$ cat config.mk
export PLATFORM = sky130hd
export DESIGN_NAME = spi_flash_reader
export DESIGN_NICKNAME = d
export VERILOG_FILES = /design/src/rtl/spi_rd_pkg.sv /design/src/rtl/spi_rd_sync.sv /design/src/rtl/spi_rd_ctrl.sv /design/src/rtl/spi_rd_dp.sv /design/src/rtl/spi_flash_reader.sv
export SDC_FILE = /design/constraint.sdc
export NUM_CORES = 1
export LEC_CHECK = 0
export ABC_AREA = 0
export BUFFER_PORTS_ARGS = -buffer_cell sky130_fd_sc_hd__buf_2
export CORE_MARGIN = 2
export CORE_UTILIZATION = 45
export DETAILED_ROUTE_END_ITERATION = 10
export PLACE_DENSITY = 0.75
export SYNTH_ARGS = -nofsm -noshare
export SYNTH_HDL_FRONTEND = slang
export SYNTH_SLANG_ARGS = --single-unit
$ cat constraint.sdc
create_clock -name clk -period 1.6 [get_ports clk]
set_clock_uncertainty 0.2 [all_clocks]
set_input_delay 0.24 -clock clk [delete_from_list [all_inputs] [get_ports clk]]
set_output_delay 0.24 -clock clk [all_outputs]
set_load 0.05 [all_outputs]
$ cat src/rtl/spi_rd_pkg.sv
package spi_rd_pkg;

  localparam logic [7:0] OP_READ = 8'h03;
  localparam logic [7:0] OP_FAST = 8'h0B;

  localparam int ADDR_BITS_IN = 24;
  localparam int DUMMY_BITS   = 8;

  typedef enum logic [2:0] {
    ST_CMD,
    ST_ADDR,
    ST_DUMMY,
    ST_DATA,
    ST_IGNORE
  } rdState_t;

  // strobes from control to datapath
  typedef struct packed {
    logic shiftIn;   // capture SI on a rising edge
    logic loadAddr;  // last address bit: load the start address
    logic fetch;     // request one byte from the array
    logic loadOut;   // first bit of a byte: load output shifter
    logic shiftOut;  // later bits: shift output
    logic oeClr;     // chip select inactive
  } dpCtrl_t;

endpackage

$ cat src/rtl/spi_rd_sync.sv
module spi_rd_sync #(
  parameter int STAGES = 2
) (
  input  logic clk,
  input  logic rstN,
  input  logic sclk,
  input  logic csN,
  input  logic si,
  output logic sclkRise,
  output logic sclkFall,
  output logic csActive,
  output logic siS
);

  localparam int LAST = STAGES - 1;

  logic [STAGES-1:0] sclkQ;
  logic [STAGES-1:0] csQ;
  logic [STAGES-1:0] siQ;
  logic              sclkPrev;

  always_ff @(posedge clk) begin
    if (!rstN) begin
      sclkQ    <= '0;
      csQ      <= '1;
      siQ      <= '0;
      sclkPrev <= 1'b0;
    end else begin
      sclkQ    <= {sclkQ[STAGES-2:0], sclk};
      csQ      <= {csQ[STAGES-2:0], csN};
      siQ      <= {siQ[STAGES-2:0], si};
      sclkPrev <= sclkQ[LAST];
    end
  end

  assign sclkRise = sclkQ[LAST] & ~sclkPrev;
  assign sclkFall = ~sclkQ[LAST] & sclkPrev;
  assign csActive = ~csQ[LAST];
  assign siS      = siQ[LAST];

endmodule

$ cat src/rtl/spi_rd_ctrl.sv
module spi_rd_ctrl
  import spi_rd_pkg::*;
(
  input  logic       clk,
  input  logic       rstN,
  input  logic       sclkRise,
  input  logic       sclkFall,
  input  logic       csActive,
  input  logic       busy,
  input  logic [7:0] cmdByte,
  output dpCtrl_t    ctl
);

  localparam int CNT_W = $clog2(ADDR_BITS_IN);
  localparam logic [CNT_W-1:0] LAST_BYTE_BIT = CNT_W'(7);
  localparam logic [CNT_W-1:0] LAST_ADDR_BIT = CNT_W'(ADDR_BITS_IN - 1);
  localparam logic [CNT_W-1:0] LAST_DUMMY    = CNT_W'(DUMMY_BITS - 1);

  rdState_t         state;
  logic [CNT_W-1:0] bitCnt;
  logic             fastCmd;

  always_ff @(posedge clk) begin
    if (!rstN) begin
      state   <= ST_CMD;
      bitCnt  <= '0;
      fastCmd <= 1'b0;
    end else if (!csActive) begin
      state   <= ST_CMD;
      bitCnt  <= '0;
      fastCmd <= 1'b0;
    end else begin
      unique case (state)
        ST_CMD: if (sclkRise) begin
          if (bitCnt == LAST_BYTE_BIT) begin
            bitCnt <= '0;
            if (cmdByte == OP_READ) begin
              state   <= ST_ADDR;
              fastCmd <= 1'b0;
            end else if (cmdByte == OP_FAST && !busy) begin
              state   <= ST_ADDR;
              fastCmd <= 1'b1;
            end else begin
              state <= ST_IGNORE;
            end
          end else begin
            bitCnt <= bitCnt + CNT_W'(1);
          end
        end
        ST_ADDR: if (sclkRise) begin
          if (bitCnt == LAST_ADDR_BIT) begin
            bitCnt <= '0;
            state  <= fastCmd ? ST_DUMMY : ST_DATA;
          end else begin
            bitCnt <= bitCnt + CNT_W'(1);
          end
        end
        ST_DUMMY: if (sclkRise) begin
          if (bitCnt == LAST_DUMMY) begin
            bitCnt <= '0;
            state  <= ST_DATA;
          end else begin
            bitCnt <= bitCnt + CNT_W'(1);
          end
        end
        ST_DATA: if (sclkFall) begin
          bitCnt <= (bitCnt == LAST_BYTE_BIT) ? '0 : bitCnt + CNT_W'(1);
        end
        default: state <= ST_IGNORE;
      endcase
    end
  end

  always_comb begin
    ctl          = '0;
    ctl.oeClr    = !csActive;
    ctl.shiftIn  = csActive && sclkRise && (state == ST_CMD || state == ST_ADDR);
    ctl.loadAddr = csActive && sclkRise && state == ST_ADDR && bitCnt == LAST_ADDR_BIT;
    ctl.loadOut  = csActive && sclkFall && state == ST_DATA && bitCnt == '0;
    ctl.shiftOut = csActive && sclkFall && state == ST_DATA && bitCnt != '0;
    ctl.fetch    = ctl.loadAddr || ctl.loadOut;
  end

endmodule

$ cat src/rtl/spi_rd_dp.sv
module spi_rd_dp
  import spi_rd_pkg::*;
#(
  parameter int ADDR_W = 21
) (
  input  logic              clk,
  input  logic              rstN,
  input  dpCtrl_t           ctl,
  input  logic              siS,
  output logic [7:0]        cmdByte,
  output logic              so,
  output logic              soOe,
  output logic              memRdEn,
  output logic [ADDR_W-1:0] memAddr,
  input  logic [7:0]        memRdata
);

  localparam int IN_W = ADDR_BITS_IN - 1;

  logic [IN_W-1:0]   inShift;
  logic [ADDR_W-1:0] addrQ;
  logic [7:0]        nextByte;
  logic [7:0]        outShift;
  logic              oeQ;
  logic              rdEnQ;
  logic              rdValid;

  always_ff @(posedge clk) begin
    if (!rstN) begin
      inShift  <= '0;
      addrQ    <= '0;
      nextByte <= '0;
      outShift <= '0;
      oeQ      <= 1'b0;
      rdEnQ    <= 1'b0;
      rdValid  <= 1'b0;
    end else begin
      if (ctl.shiftIn) inShift <= {inShift[IN_W-2:0], siS};

      if (ctl.loadAddr)  addrQ <= ADDR_W'({inShift, siS});
      else if (rdValid)  addrQ <= addrQ + ADDR_W'(1);

      rdEnQ   <= ctl.fetch;
      rdValid <= rdEnQ;
      if (rdValid) nextByte <= memRdata;

      if (ctl.loadOut)       outShift <= nextByte;
      else if (ctl.shiftOut) outShift <= {outShift[6:0], 1'b0};

      if (ctl.oeClr)        oeQ <= 1'b0;
      else if (ctl.loadOut) oeQ <= 1'b1;
    end
  end

  assign cmdByte = {inShift[6:0], siS};
  assign so      = outShift[7];
  assign soOe    = oeQ;
  assign memRdEn = rdEnQ;
  assign memAddr = addrQ;

endmodule

$ cat src/rtl/spi_flash_reader.sv
module spi_flash_reader
  import spi_rd_pkg::*;
#(
  parameter int MEM_BYTES   = 2097152,
  parameter int SYNC_STAGES = 2,
  localparam int ADDR_W     = $clog2(MEM_BYTES)
) (
  input  logic              clk,
  input  logic              rstN,
  input  logic              sclk,
  input  logic              csN,
  input  logic              si,
  input  logic              busy,
  output logic              so,
  output logic              soOe,
  output logic              memRdEn,
  output logic [ADDR_W-1:0] memAddr,
  input  logic [7:0]        memRdata
);

  logic       sclkRise;
  logic       sclkFall;
  logic       csActive;
  logic       siS;
  logic [7:0] cmdByte;
  dpCtrl_t    ctl;

  spi_rd_sync #(.STAGES(SYNC_STAGES)) u_sync (
    .clk(clk), .rstN(rstN), .sclk(sclk), .csN(csN), .si(si),
    .sclkRise(sclkRise), .sclkFall(sclkFall), .csActive(csActive), .siS(siS)
  );

  spi_rd_ctrl u_ctrl (
    .clk(clk), .rstN(rstN), .sclkRise(sclkRise), .sclkFall(sclkFall),
    .csActive(csActive), .busy(busy), .cmdByte(cmdByte), .ctl(ctl)
  );

  spi_rd_dp #(.ADDR_W(ADDR_W)) u_dp (
    .clk(clk), .rstN(rstN), .ctl(ctl), .siS(siS), .cmdByte(cmdByte),
    .so(so), .soOe(soOe), .memRdEn(memRdEn), .memAddr(memAddr),
    .memRdata(memRdata)
  );

endmodule

==> impl_metrics.toml, run 1 <==
[final_layout]
final_nets = 487
utilization_pct = 67.9
area_growth_syn_to_layout_pct = 44.9
num_antenna_cells = 0
final_layout_size_suffix_gt1_share_pct = 44.6
stdcell_count = 574

[synthesis]
avgSynthCellArea_sq_um = 9.09
netlist_top_cells_area = "dfxtp_1 (45%), nand2_1 (7.7%), mux2i_1 (5.0%)"
synth.distinct_cells = 50
async_flop_share_pct = 0
synth_top_area_cell = "dfxtp_1"
syn_area_sq_um = 3420
ys.flop_type = "dfxtp_1"
synth.top_cell.area_share_pct = 44.5
synth_edf_count = 0
synthCells = 376
synth.most_common_cell = "dfxtp_1"
synth_common_cells = "dfxtp_1 (76), nand2_1 (70), a21boi_0 (19), a21oi_1 (19), mux2i_1 (17)"
synth_seq_cells = 76
ys_seq_area_share_pct = 44.5
yosys_warnings = 0
syn_nets = 393

[worst_setup_path]
r2r_cells = 7
worstPathMaxFanout = 19
r2r_slack_ns = -0.11
cp-start-kind = "flip-flop"
critPathRequiredTime_ns = 1.64
worstReg2RegStart = "u_ctrl.bitCnt[1]$_SDFFE_PP0P_"
crit_type = "flip-flop to flip-flop"
end_kind = "flip-flop"
regToRegEndpoint = "u_dp.memAddr[17]$_SDFFE_PN0P_"
arrival_ns = 1.74

[sta]
finalMaxSlewViolations = 0
max_freq_mhz = 586
holdWs_ns = 0.148
finalSetupViolCount = 38
hold_violations = 0
slew_headroom_pct = 81.0
period_needed_ns = 1.71
fin_setup_tns_ns = -2.18
fin_crit_sh_pct = 107
rsz0062_at_grt = "true"
worst_slew_pin_slew_ns = 0.281
timing.final.ws_setup_ns = -0.105

[run_status]
violations = "setup timing"
status = "complete, but fails checks"

[routing]
first_iter_violations = 97
via_count = 2997
viasPerCell = 5.22
avgRoutedWirePerCell_microns = 15.1
drc = 0
ant_nets = 0
dr.pass1.iters = 4
finalWirelength_mm = 8.69

[place]
gp_congestion = 0.826
place_inst = 538
hpwl_mm = 5.12
port_buffers = 37

[grt]
grt_util_met1_pct = 23.7
track_usage_pct = 18.8
antenna_found_initial = 0
grt_pass1_wl_mm = 12.8
grt.overflow.total = 0
grt_pass1_vias = 2807
met2_usage_pct = 31.7
met3_usage_pct = 3.32
grt_start_max_net_pins = 52
top_usage_layer = "met2"

[floorplanning]
fp.dieH_microns = 91.1
num_rows = 31
start_util_pct = 46.9
die_area_sq_um = 8310
fp.dieW_microns = 91.1
ioPinCount = 38
core_sq_um = 7290

[clock_tree]
path_clk_slew_ns = 0.08
numCtsBuffers = 9
clock-sinks = 76
clk_path_buf_depth = 2
cts_tree = "done"
cts_root_buffer = "clkbuf_8"
clock_latency_ns = 0.34
cts_max_level = 3

[hold_path]
hold_class = "input port to flip-flop"
hold_end = "u_ctrl.fastCmd$_SDFFE_PP0P_"
min_path_cells = 5
hold_start = "busy"

[flow_run]
cap_violations = 0

[power_and_ir_drop]
power_mw = 3.46
power_density_nw_per_um2 = 699
p_leak_nw = 2.16
ir_worst_vdd_uv = 482
per-stage QoR:
step	setup WS (ns)	instance area, sq um
finish	-0.105	4950
global placement	-0.0531	4150
global route	-0.196	4950
floorplan	-0.0383	3540
CTS	-0.109	4580
detailed placement	-0.120	4150
worst max-delay path by stage:
stage | endpoint | slack (ns) | startpoint
3_3_place_gp | u_dp.outShift[7]$_SDFFE_PN0P_ | -0.05 | u_ctrl.bitCnt[0]$_SDFFE_PP0P_
2_1_floorplan | u_dp.memAddr[6]$_SDFFE_PN0P_ | -0.04 | u_ctrl.bitCnt[1]$_SDFFE_PP0P_
5_1_grt | u_dp.memAddr[11]$_SDFFE_PN0P_ | -0.20 | u_dp.rdValid$_SDFF_PN0_
6_report | u_dp.memAddr[17]$_SDFFE_PN0P_ | -0.11 | u_ctrl.bitCnt[1]$_SDFFE_PP0P_
4_1_cts | u_dp.outShift[6]$_SDFFE_PN0P_ | -0.11 | u_ctrl.bitCnt[1]$_SDFFE_PP0P_
3_5_place_dp | u_dp.memAddr[7]$_SDFFE_PN0P_ | -0.12 | u_ctrl.bitCnt[1]$_SDFFE_PP0P_
logic make-up after synthesis:
logic type	synth area share [%]
and+or+nand+nor	22.7
AOI/OAI and AO/OA	16.9
DFF	44.5
buffers and inverters	3.95
xor gates and xnor gates	5.38
muxes	5.42
adders and majority gates	1.10
final cells by class:
cell class	count	area, sq um
timing repair buffer	105	877
multi-input combinational	271	2130
inverter	7	26.3
clock buffer	11	141
sequential	76	1600
tap	99	124
clock inverter	5	51.3
fill	546	2340
worst max-delay path: stages, from the launching register on:
cell	delay [ns]
dfxtp_4	0.38
ha_4	0.13
and2_4	0.14
and4_4	0.23
nand3_4	0.11
buf_12	0.18
o21ai_1	0.18
a21oi_2	0.04
cells in the final DEF, fill, tap and decap left out, drive strengths merged, types with 3 or more instances in the layout:
cell / netlist / final
and2: 7 / 7
clkbuf: 10 / 14
inv: 7 / 7
nand3: 12 / 12
nor2b: 9 / 9
ha: 3 / 3
nand2: 70 / 70
nor2: 15 / 15
o211a: 14 / 14
xor2: 15 / 15
nor3: 6 / 6
dlygate4sd3: 0 / 13
a21oi: 20 / 20
clkinv: 0 / 3
mux2i: 17 / 17
dfxtp: 76 / 76
nand4: 9 / 9
o21ai: 16 / 16
xnor2: 6 / 6
and3: 4 / 4
nand2b: 5 / 5
a21boi: 23 / 23
buf: 12 / 89
timing repair:
item	CTS	global route
gates cloned	1	4
gates resized for setup	32	93
hold endpoints to repair	12	0
hold buffers	13	0
pin swaps	9	46
endpoints found under the setup margin	45	60
setup buffers	1	1
state kept, by name (all words and copies together) (netlist names), 2 cells and up:
| signal | count |
|---|---|
| u_sync.siQ | 2 |
| u_dp.inShift | 20 |
| u_ctrl.state | 3 |
| u_dp.outShift | 8 |
| u_ctrl.bitCnt | 5 |
| u_sync.sclkQ | 2 |
| u_dp.nextByte | 8 |
| u_dp.memAddr | 21 |
| u_sync.csQ | 2 |
where the power goes:
group          internal (mW)  switching [mW]
logic                 0.0841          0.0645
clock network          0.753           0.688
registers               1.87         0.00431
layer usage:
| metal | part of all wire (%) | wire, microns | up-vias |
|---|---|---|---|
| li1 | - | - | 1489 |
| met1 | 43 | 3700 | 1428 |
| met2 | 52 | 4520 | 70 |
| met3 | 3.9 | 342 | 10 |
| met4 | 1.5 | 133 | 0 |
| met5 | 0 | 0 | - |
No activity file was read; power rests on OpenSTA's default activity.
==> run 2, diff against run 1 <==
Settings changed: PLACE_DENSITY 0.75 to 0.77.
==> impl_metrics.toml, run 2 (synthesis gave the netlist of run 1 again) <==
[hold_path]
hold_end = "u_sync.sclkQ[0]$_SDFF_PN0_"
min_path_cells = 2
hold_start = "rstN"
hold_class = "input port to flip-flop"

[power_and_ir_drop]
netSwitchingFraction_pct = 21.9
ir_worst_vdd_uv = 638
p_seq_share_pct = 53.2
p_int_mw = 2.74
power_switching_mw = 0.769
power_frac_clock_pct = 43.0
pwr-share-comb_pct = 3.8
power_density_nw_per_um2 = 755
p_leak_nw = 2.06

[grt]
grt_start_max_net_pins = 48
grt_pass1_vias = 2841
grt_util_met1_pct = 24.1
track_usage_pct = 19.3
top_usage_layer = "met2"
antenna_found_initial = 0
met3_usage_pct = 5.15
met2_usage_pct = 32.3
grt.overflow.total = 0
grt_pass1_wl_mm = 13.0

[sta]
holdWs_ns = 0.0531
hold_violations = 0
period_needed_ns = 1.69
rsz0062_at_grt = "true"
finalSetupViolCount = 29
max_freq_mhz = 593
timing.final.ws_setup_ns = -0.0853
worst_slew_pin_slew_ns = 0.296
fin_crit_sh_pct = 105
slew_headroom_pct = 80.2
finalMaxSlewViolations = 0

[floorplanning]
die_area_sq_um = 8310
ioPinCount = 38
num_rows = 31
start_util_pct = 46.9
fp.dieW_microns = 91.1
fp.dieH_microns = 91.1
core_sq_um = 7290

[routing]
finalWirelength_mm = 7.83
avgRoutedWirePerCell_microns = 13.9
via_count = 2926
viasPerCell = 5.19
ant_nets = 0
dr.pass1.iters = 4
first_iter_violations = 124
drc = 0

[final_layout]
fillers = 595
num_antenna_cells = 0
area_growth_syn_to_layout_pct = 35.8
final_nets = 477
design_area_sq_um = 4640
final_cell_mix = "nand2_1 (69), dfxtp_1 (51), buf_2 (37)"
final_common_cell = "nand2_1"
largest_register_ffs = 21
final_layout_size_suffix_gt1_share_pct = 36.1

[place]
gp_congestion = 0.874
placed_cell_area_sq_um = 4090
port_buffers = 37
hpwl_mm = 4.98

[worst_setup_path]
r2r_cells = 7
worstPathMaxFanout = 4
crit_type = "flip-flop to flip-flop"
r2r_slack_ns = -0.09
cp-start-kind = "flip-flop"
worstReg2RegStart = "u_ctrl.bitCnt[0]$_SDFFE_PP0P_"
end_kind = "flip-flop"
regToRegEndpoint = "u_dp.outShift[5]$_SDFFE_PN0P_"
arrival_ns = 1.73
critPathRequiredTime_ns = 1.64

[run_status]
violations = "setup timing"
status = "complete, but fails checks"

[clock_tree]
clock_latency_ns = 0.35
cts_tree = "done"
clock-sinks = 76
clk_path_buf_depth = 2
cts_max_level = 3
numCtsBuffers = 9
cts_root_buffer = "clkbuf_8"
path_clk_slew_ns = 0.08

[flow_run]
cap_violations = 0
[run 2: changes by cell type in the layout (fill, tap and decap cells not counted), moves of 3 or more]
cell,change
a21boi_2,-7
nand2_2,-12
nand2_4,-9
o21ai_2,-4
nand2_1,+21
a21boi_1,-7
a21boi_0,+14
buf_4,-4
o21ai_1,+5
clkbuf_16,-3
[run 2: through the flow]
stage               cells  power (mW)  setup TNS, ns  worst slack, ns  util (%)
floorplan             376        1.97         -0.539          -0.0383         -
global placement      532        2.01         -0.270          -0.0340      56.1
detailed placement    532        2.02          -1.26          -0.0836      56.1
CTS                   564        3.53          -1.39          -0.0783      62.1
global route          564        3.63          -3.31           -0.158      63.7
finish                564        3.51          -1.58          -0.0853      63.7
[run 2: worst max-delay path by stage]
stage	from	to	slack, ns	cells after the start
2_1_floorplan	u_ctrl.bitCnt[1]$_SDFFE_PP0P_	u_dp.memAddr[6]$_SDFFE_PN0P_	-0.04	6
3_3_place_gp	u_ctrl.bitCnt[0]$_SDFFE_PP0P_	u_dp.outShift[7]$_SDFFE_PN0P_	-0.03	7
3_5_place_dp	u_ctrl.bitCnt[1]$_SDFFE_PP0P_	u_dp.memAddr[7]$_SDFFE_PN0P_	-0.08	7
4_1_cts	u_ctrl.bitCnt[0]$_SDFFE_PP0P_	u_dp.outShift[4]$_SDFFE_PN0P_	-0.08	7
5_1_grt	u_ctrl.bitCnt[0]$_SDFFE_PP0P_	u_dp.outShift[4]$_SDFFE_PN0P_	-0.16	7
6_report	u_ctrl.bitCnt[0]$_SDFFE_PP0P_	u_dp.outShift[5]$_SDFFE_PN0P_	-0.09	7
[run 2: repair_timing]
action / CTS / global route
cloned: 1 / 0
endpoints found under the setup margin: 37 / 51
hold buffers: 12 / 0
pin swaps: 3 / 25
hold endpoints to repair: 11 / 0
setup buffers: 3 / 0
resized for setup: 28 / 36
[run 2: layout make-up]
cell class / instances / area, sq um / share of cell area (%)
clock buffers: 12 / 155 / 3.34
well taps: 99 / 124 / 2.67
flip-flops and latches: 76 / 1600 / 34.5
inverters: 7 / 31.3 / 0.674
multi-input cells: 271 / 1950 / 42.0
repair buffers: 95 / 731 / 15.7
clock inverters: 4 / 47.5 / 1.02
[run 2: worst max-delay path: stages, from the launching register on]
cell and delay [ns]:
dfxtp_4 0.38, inv_4 0.06, ha_4 0.11, nor4b_4 0.23, buf_4 0.20, mux2i_1 0.20
nand2_1 0.07, o211a_1 0.13
[run 2: routing by layer]
| metal | routed length [microns] | part of all wire, % | up-vias |
|---|---|---|---|
| li1 | - | - | 1474 |
| met2 | 3860 | 49 | 59 |
| met1 | 3580 | 46 | 1386 |
| met4 | 78 | 1.0 | 0 |
| met3 | 314 | 4.0 | 7 |
| met5 | 0 | 0 | - |
[run 2: power by group through the flow]
stage | Clock (mW) | Combinational, mW | Sequential [mW]
floorplan | 0 | 0.0548 | 1.92
global placement | 0 | 0.0966 | 1.92
detailed placement | 0 | 0.0978 | 1.92
CTS | 1.53 | 0.125 | 1.87
global route | 1.62 | 0.141 | 1.87
finish | 1.51 | 0.132 | 1.87
